File: src/rtl/eewp_pkg.sv
package eewp_pkg;

  localparam int STAT_W  = 8;
  localparam int ST_BUSY = 0;
  localparam int ST_WEN  = 1;
  localparam int ST_LK0  = 2;
  localparam int ST_LK1  = 3;

  // Position of the lock field inside a status-write data byte.
  localparam int LK_LSB  = 2;

  typedef enum logic [1:0] {
    LOCK_NONE = 2'b00,
    LOCK_QTR  = 2'b01,
    LOCK_HALF = 2'b10,
    LOCK_ALL  = 2'b11
  } lock_lvl_e;

endpackage

File: src/rtl/eewp_enable_latch.sv
module eewp_enable_latch (
  input  logic clk,
  input  logic rst_n,
  input  logic wp_n_i,
  input  logic busy_i,
  input  logic set_i,
  input  logic clr_i,
  input  logic done_clr_i,
  output logic wen_o
);

  logic wen_q;

  // Pin and completed writes clear unconditionally. Commands are honoured
  // only while idle, and clear beats set.
  always_ff @(posedge clk or negedge rst_n) begin
    if (!rst_n) begin
      wen_q <= 1'b0;
    end else if (!wp_n_i || done_clr_i) begin
      wen_q <= 1'b0;
    end else if (!busy_i && clr_i) begin
      wen_q <= 1'b0;
    end else if (!busy_i && set_i) begin
      wen_q <= 1'b1;
    end
  end

  assign wen_o = wen_q;

  a_r5_pin_clears_latch: assert property (@(posedge clk) disable iff (!rst_n)
    !wp_n_i |=> !wen_o);

  a_r4_set_takes_effect: assert property (@(posedge clk) disable iff (!rst_n)
    (wp_n_i && !busy_i && set_i && !clr_i && !done_clr_i) |=> wen_o);

  a_r10_busy_freezes_cmds: assert property (@(posedge clk) disable iff (!rst_n)
    (busy_i && wp_n_i && !done_clr_i) |=> $stable(wen_o));

endmodule

File: src/rtl/eewp_lock_store.sv
module eewp_lock_store
  import eewp_pkg::*;
(
  input  logic              clk,
  input  logic              rst_n,
  input  logic              wrsr_i,
  input  logic [STAT_W-1:0] wrsr_byte_i,
  input  logic              wen_i,
  input  logic              wp_n_i,
  input  logic              busy_i,
  input  logic              cyc_done_i,
  output lock_lvl_e         lock_o,
  output logic              commit_o
);

  logic      pend_q;
  lock_lvl_e pend_lvl_q;
  lock_lvl_e lock_q;
  logic      accept;

  assign accept   = wrsr_i && !busy_i && wen_i && wp_n_i && !pend_q;
  assign commit_o = cyc_done_i && pend_q;

  always_ff @(posedge clk or negedge rst_n) begin
    if (!rst_n) begin
      pend_q     <= 1'b0;
      pend_lvl_q <= LOCK_NONE;
      lock_q     <= LOCK_NONE;
    end else begin
      if (commit_o) begin
        lock_q <= pend_lvl_q;
        pend_q <= 1'b0;
      end else if (accept) begin
        pend_q     <= 1'b1;
        pend_lvl_q <= lock_lvl_e'(wrsr_byte_i[LK_LSB +: 2]);
      end
    end
  end

  assign lock_o = lock_q;

  a_r8_lock_moves_only_on_commit: assert property (@(posedge clk) disable iff (!rst_n)
    !(cyc_done_i && pend_q) |=> $stable(lock_o));

  a_r7_refused_leaves_no_pending: assert property (@(posedge clk) disable iff (!rst_n)
    (wrsr_i && !(wen_i && wp_n_i) && !pend_q) |=> !pend_q);

endmodule

File: src/rtl/eewp_range_decode.sv
module eewp_range_decode
  import eewp_pkg::*;
#(
  parameter  int ARRAY_BYTES = 512,
  localparam int ADDR_W      = $clog2(ARRAY_BYTES)
) (
  input  logic [ADDR_W-1:0] addr_i,
  input  lock_lvl_e         lock_i,
  output logic              locked_o
);

  localparam logic [ADDR_W-1:0] QTR_BASE  = ADDR_W'(ARRAY_BYTES - ARRAY_BYTES / 4);
  localparam logic [ADDR_W-1:0] HALF_BASE = ADDR_W'(ARRAY_BYTES / 2);

  always_comb begin
    unique case (lock_i)
      LOCK_NONE: locked_o = 1'b0;
      LOCK_QTR:  locked_o = (addr_i >= QTR_BASE);
      LOCK_HALF: locked_o = (addr_i >= HALF_BASE);
      default:   locked_o = 1'b1;
    endcase
  end

endmodule

File: src/rtl/eewp_guard.sv
module eewp_guard
  import eewp_pkg::*;
#(
  parameter  int ARRAY_BYTES = 512,
  localparam int ADDR_W      = $clog2(ARRAY_BYTES)
) (
  input  logic              clk,
  input  logic              rst_n,
  input  logic              wren_i,
  input  logic              wrdi_i,
  input  logic              wrsr_i,
  input  logic [STAT_W-1:0] wrsr_byte_i,
  input  logic              arr_wr_i,
  input  logic              cyc_done_i,
  input  logic              wp_n_i,
  input  logic              busy_i,
  input  logic [ADDR_W-1:0] addr_i,
  output logic [STAT_W-1:0] status_o,
  output logic              permit_o
);

  logic      wen;
  logic      commit;
  logic      locked;
  lock_lvl_e lock;

  eewp_enable_latch u_latch (
    .clk        (clk),
    .rst_n      (rst_n),
    .wp_n_i     (wp_n_i),
    .busy_i     (busy_i),
    .set_i      (wren_i),
    .clr_i      (wrdi_i),
    .done_clr_i (commit || arr_wr_i),
    .wen_o      (wen)
  );

  eewp_lock_store u_lock (
    .clk         (clk),
    .rst_n       (rst_n),
    .wrsr_i      (wrsr_i),
    .wrsr_byte_i (wrsr_byte_i),
    .wen_i       (wen),
    .wp_n_i      (wp_n_i),
    .busy_i      (busy_i),
    .cyc_done_i  (cyc_done_i),
    .lock_o      (lock),
    .commit_o    (commit)
  );

  eewp_range_decode #(.ARRAY_BYTES(ARRAY_BYTES)) u_range (
    .addr_i   (addr_i),
    .lock_i   (lock),
    .locked_o (locked)
  );

  always_comb begin
    if (busy_i) begin
      status_o = '1;
    end else begin
      status_o          = '0;
      status_o[ST_WEN]  = wen;
      status_o[ST_LK0]  = lock[0];
      status_o[ST_LK1]  = lock[1];
    end
  end

  assign permit_o = wen && wp_n_i && !locked;

  a_r6_full_lock_denies: assert property (@(posedge clk) disable iff (!rst_n)
    (lock == LOCK_ALL) |-> !permit_o);

  a_r5_pin_low_denies: assert property (@(posedge clk) disable iff (!rst_n)
    !wp_n_i |-> !permit_o);

  a_r1_upper_nibble_zero: assert property (@(posedge clk) disable iff (!rst_n)
    !busy_i |-> (status_o[7:4] == 4'h0));

endmodule

File: config.mk
export PLATFORM = sky130hd
export DESIGN_NAME = eewp_guard
export DESIGN_NICKNAME = d
export VERILOG_FILES = /design/src/rtl/eewp_pkg.sv /design/src/rtl/eewp_enable_latch.sv /design/src/rtl/eewp_lock_store.sv /design/src/rtl/eewp_range_decode.sv /design/src/rtl/eewp_guard.sv
export SDC_FILE = /design/constraint.sdc
export NUM_CORES = 1
export LEC_CHECK = 0
export BUFFER_PORTS_ARGS = -buffer_cell sky130_fd_sc_hd__buf_4
export CAP_MARGIN = 20
export CORE_AREA = 2 2 39 41
export CTS_CLUSTER_DIAMETER = 200
export DETAILED_ROUTE_END_ITERATION = 10
export DIE_AREA = 0 0 41 43
export PLACE_DENSITY = 0.57
export SYNTH_ARGS = -nofsm -noshare
export SYNTH_HDL_FRONTEND = slang
export SYNTH_SLANG_ARGS = --single-unit
File: constraint.sdc
create_clock -name clk -period 1.35 [get_ports clk]
set_input_delay 0.405 -clock clk [delete_from_list [all_inputs] [get_ports clk]]
set_output_delay 0.405 -clock clk [all_outputs]
set_load 0.005 [all_outputs]
* Word level (Yosys, flattened, before mapping)
Index checks and enable logic that the tools add are counted.
** Operators by class
- Reduce and logical (&&, ||, !) cells :: 19
- Eq/ne operators :: 2
- Muxes and demuxes :: 7
- $lt $le $gt $ge :: 2
- Bitwise logic cells :: 1
** Operators with widths (number)
- greater-or-equal comparator 9 bit, second input constant :: 2
- logical AND 1 bit :: 9
- 2-to-1 mux 8 bit :: 1
- 2-to-1 mux 1 bit :: 5
- zero test 1 bit :: 4
- one-hot mux 1 bit (3 select lines) :: 1
- nonzero test 3 bit :: 1
- == test 2 x 1 -> 1 bit, second input constant :: 1
- == test 2 bit, second input constant :: 1
- zero test 2 bit :: 1
- logical OR 1 bit :: 2
- AND reduction 2 bit :: 1
- nonzero test 2 bit :: 1
- inverter 1 bit :: 1
** Word-level totals
- Bits of input ports :: 26
- Register bits after elaboration :: 6
- Output and inout bits :: 9
- Word-level logic and storage cells :: 35

* Longest topological paths before layout
- Depth after elaboration :: 7
- Depth in mapped cells :: 3
- Gate-level depth less buffers :: 3

* Modules after synthesis
Synthesis repeated with hierarchy kept, for this count alone.
** Second synthesis, totals
- Cell total of the unflattened synthesis :: 32
- Area total of the unflattened synthesis :: 355.3 um^2
** By module, submodules not included
- eewp_lock_store :: area each 217.7 um^2, sequential area each 125.1 um^2, times used 1, cells an instance 14
- eewp_guard :: area each 71.3 um^2, sequential area each 0.0 um^2, times used 1, cells an instance 10
- eewp_enable_latch :: area each 52.6 um^2, sequential area each 25.0 um^2, times used 1, cells an instance 5
- eewp_range_decode :: area each 13.8 um^2, sequential area each 0.0 um^2, times used 1, cells an instance 3

* Worst setup path after synthesis
No wires, ideal clock.
- Kind :: input to output
- Start point :: in addr_i[7]
- End point :: out permit_o
- Setup slack :: 0.114 ns
- Data required time :: 0.945 ns
- Arrival :: 0.831 ns
- Cell stages on the path :: 2
- Buffers on the path :: 0
- Path through :: a21o_1 a221oi_1
** On the way
- Longest elaborated chain between the ends :: 4
- Elaborated cells on any way between the ends :: 5
- Those cells by class :: 2 x order compare; 1 x mux; 2 x reduce/logical
** Ends and longest elaborated chain
- start, declared :: RTL line eewp_guard.sv:17 : input logic [ADDR_W-1:0] addr_i,
- greater-or-equal comparator 9 bit (on tied branches) :: RTL line eewp_range_decode.sv:19, eewp_range_decode.sv:18
- one-hot mux 1 bit (3 select lines) (*) :: RTL line eewp_range_decode.sv:16 : unique case (lock_i)
- zero test 1 bit (*) :: RTL line eewp_guard.sv:68 : assign permit_o = wen && wp_n_i && !locked;
- logical AND 1 bit (*) :: RTL line eewp_guard.sv:68
- end, declared :: RTL line eewp_guard.sv:19 : output logic permit_o
Every way passes the cells marked *; elsewhere a longest branch is shown, timed or not.

* Worst setup path after layout
- Start point :: reg u_lock.lock_q[1], in the netlist u_lock.lock_o[1]
- End point :: out permit_o
** On the way
- Longest elaborated chain between the ends :: 4
- Elaborated cells on any way between the ends :: 6
- Those cells by class :: 2 x eq/ne; 1 x mux; 3 x reduce/logical
** Ends and longest elaborated chain
- start, declared :: RTL line eewp_lock_store.sv:18 : lock_lvl_e lock_q;
- start signal, assigned :: RTL line eewp_lock_store.sv:31 : lock_q <= pend_lvl_q;
- == test 2 bit, or another cell as far along :: RTL line eewp_range_decode.sv:16
- one-hot mux 1 bit (3 select lines) (*) :: RTL line eewp_range_decode.sv:16
- zero test 1 bit (*) :: RTL line eewp_guard.sv:68
- logical AND 1 bit (*) :: RTL line eewp_guard.sv:68
Marks and branches as above.

==> results.toml <==
[sta]
min_period_over_period_pct = 115
fin_setup_tns_ns = -0.481
finalMaxSlewViolations = 0
relSlewSlack_pct = 81.3
holdWs_ns = 0.344
clock.fmax_mhz = 644
setup_violations = 4
finalCriticalPeriod_ns = 1.55
rsz0062_at_grt = "yes"
hold_violations = 0
tightest_slew_ns = 0.279
skew_ns = 0.000108
setup_ws_ns = -0.202

[outcome]
violations = "negative setup slack"
status = "complete, but fails checks"

[global_route]
gr-total-overflow = 0
grt_max_degree = 7
antenna_found_initial = 0
grt_usage_pct = 10.3
grt_pass1_wl_um = 1190
grt_pass1_vias = 297

[finish]
diodes = 0
syn2layout_area_growth_pct = 66.3
final_common_cell = "buf_4"
drive_above_1_share_pct = 73.6
final_cells = 69
num-nets-final = 81
final_cell_mix = "buf_4 (23), dfrtp_1 (6), mux2_2 (4)"

[power_and_ir_drop]
power_w = 0.000463
leakagePower_nw = 0.305
peakVddDrop_v = 0.000389
power_density_mw_per_mm2 = 824

[detailed_routing]
vias = 292
via_per_inst = 4.23
remaining_drc_errors = 0
wire_per_inst_um = 11.0
drtPass1Iterations = 4
drtIter0Drc = 1
drt.antenna.violating_nets = 0
wl_um = 762

[die]
die_h_um = 43
start_util_pct = 24.4
core_area_mm2 = 0.00138
die-area_mm2 = 0.00176
num_io_pins = 35
die_x_um = 41
rows = 14

[critical_path]
startpoint_type = "flop"
cp_slowest_cell = "dfrtp_1"
worst_path_most_repeated_cell = "buf_4"
critPathMaxFanout = 3
worst_setup_path_end_kind = "primary output"
path_delay_family = "flip-flops"
cp.required_ns = 0.95
critical_path_class = "flop to primary output"
critPathBufInv = 2
worstPathCellList = "buf_4 > a221oi_2 > buf_4"
crit_path_max_incr_delay_ns = 0.39
worstPathArrival_ns = 1.15

[place]
place.gp.congestion = 0.622
io_buffers = 21
placed_cells = 63

[clock_network]
cts_root_buf = "clkbuf_4"
cts.path.max_buffers = 2
clkLatencyLatePin_ns = 0.24
ctsHtreeMaxLevel = 1
cts_made_buffers = 3
clkTransAtPathRegs_ns = 0.04
cts_tree = "done"
clkSinkCount = 6

[logic_synthesis]
synth.largest_area_cell = "dfrtp_1"
synth.cell_area_um2 = 338
synth_compound_area_share_pct = 11.1
synthAdderAreaFrac_pct = 0
synth_nets = 55
synth_top_family_by_area = "simple AND/OR/NAND/NOR gates"
ys_ff_latch = 6
synthXorXnorAreaFrac_pct = 0
syn_area_per_cell_um2 = 11.6
syn_inst = 29
synth-simple-area-share_pct = 17.8
ys_top_cells_by_area = "dfrtp_1 (44%), mux2_2 (13%), buf_4 (11%)"
synth_warnings = 0
synth_seq_area_share_pct = 44.4
muxShareOfSynthArea_pct = 13.3
synth_cell_type_count = 14
yosysTopAreaCellShare_pct = 44.4

[flow_run]
maxCapViolCount = 0

[min_path]
hp-class = "input port to flop"
## worst register-to-register path, stage by stage (launching register included)
cell     delay, ns
dfrtp_1       0.38
nand2_2       0.10
nor4b_4       0.28
mux2_2        0.37
## synthesized netlist by cell type, drive strengths merged
master	number
a21o	2
inv	2
a221oi	1
mux2	4
or2	3
nand2	2
a211oi	1
a21oi	1
nand3b	1
buf	5
nor4b	1
dfrtp	6
## stage by stage
| step | setup slack, ns | utilization, % | instance area [um2] |
|---|---|---|---|
| detailed placement | -0.133 | 35.6 | 493 |
| CTS | -0.236 | 39.4 | 546 |
| global placement | -0.149 | 35.6 | 493 |
| floorplan | 0.114 | - | 338 |
| finish | -0.202 | 40.6 | 562 |
| global route | -0.260 | 40.6 | 562 |
## state kept, by name (all words and copies together), names as in the netlist
signal,cells
u_lock.pend_q,1
u_lock.pend_lvl_q,2
u_lock.lock_o,2
u_latch.wen_o,1
## worst paths after layout
path	slack, ns	startpoint	endpoint	depth (start not counted)
min in group asynchronous	0.52	rst_n	u_latch.wen_o	2
max	-0.20	u_lock.lock_o[1]	permit_o	3
max in group asynchronous	0.72	rst_n	u_lock.pend_q	2
min reg2reg	0.50	u_lock.pend_lvl_q[0]	u_lock.lock_o[0]	1
min	0.34	wrdi_i	u_latch.wen_o	2
max reg2reg	0.10	u_latch.wen_o	u_lock.pend_lvl_q[1]	3
## routing by layer
metal	GRT usage (%)	wire (um)	vias up
met1	13.9	303	128
li1	-	-	143
met2	13.8	339	19
met4	8.00	14	0
met5	0	0	-
met3	2.09	104	2
## timing repair
| action | CTS | global route |
|---|---|---|
| pin swaps | 0 | 1 |
| hold buffers | 1 | 0 |
| setup buffers | 1 | 1 |
| resized for setup | 3 | 3 |
| endpoints found under the setup margin | 4 | 4 |
| hold endpoints to repair | 6 | 0 |
## where the power goes
| part | switching [W] | internal [W] | total, W |
|---|---|---|---|
| registers | 0.00000695 | 0.000192 | 0.000199 |
| clock network | 0.0000607 | 0.000100 | 0.000161 |
| logic | 0.0000320 | 0.0000710 | 0.000103 |
## logic make-up (layout without fill, tap and decap cells)
family	count (synthesis)	count (layout)
AOI/OAI and AO/OA	5	5
and+or+nand+nor	7	7
buffers and inverters	7	31
DFF	6	6
muxes	4	4
## layout make-up
class | count | area [um2]
multi-input combinational | 16 | 156
inverter | 2 | 7.51
sequential | 6 | 150
fill | 148 | 822
timing repair buffer | 26 | 205
tap | 16 | 20.0
clock buffer | 3 | 22.5
Power figures use the tool's default switching activity.
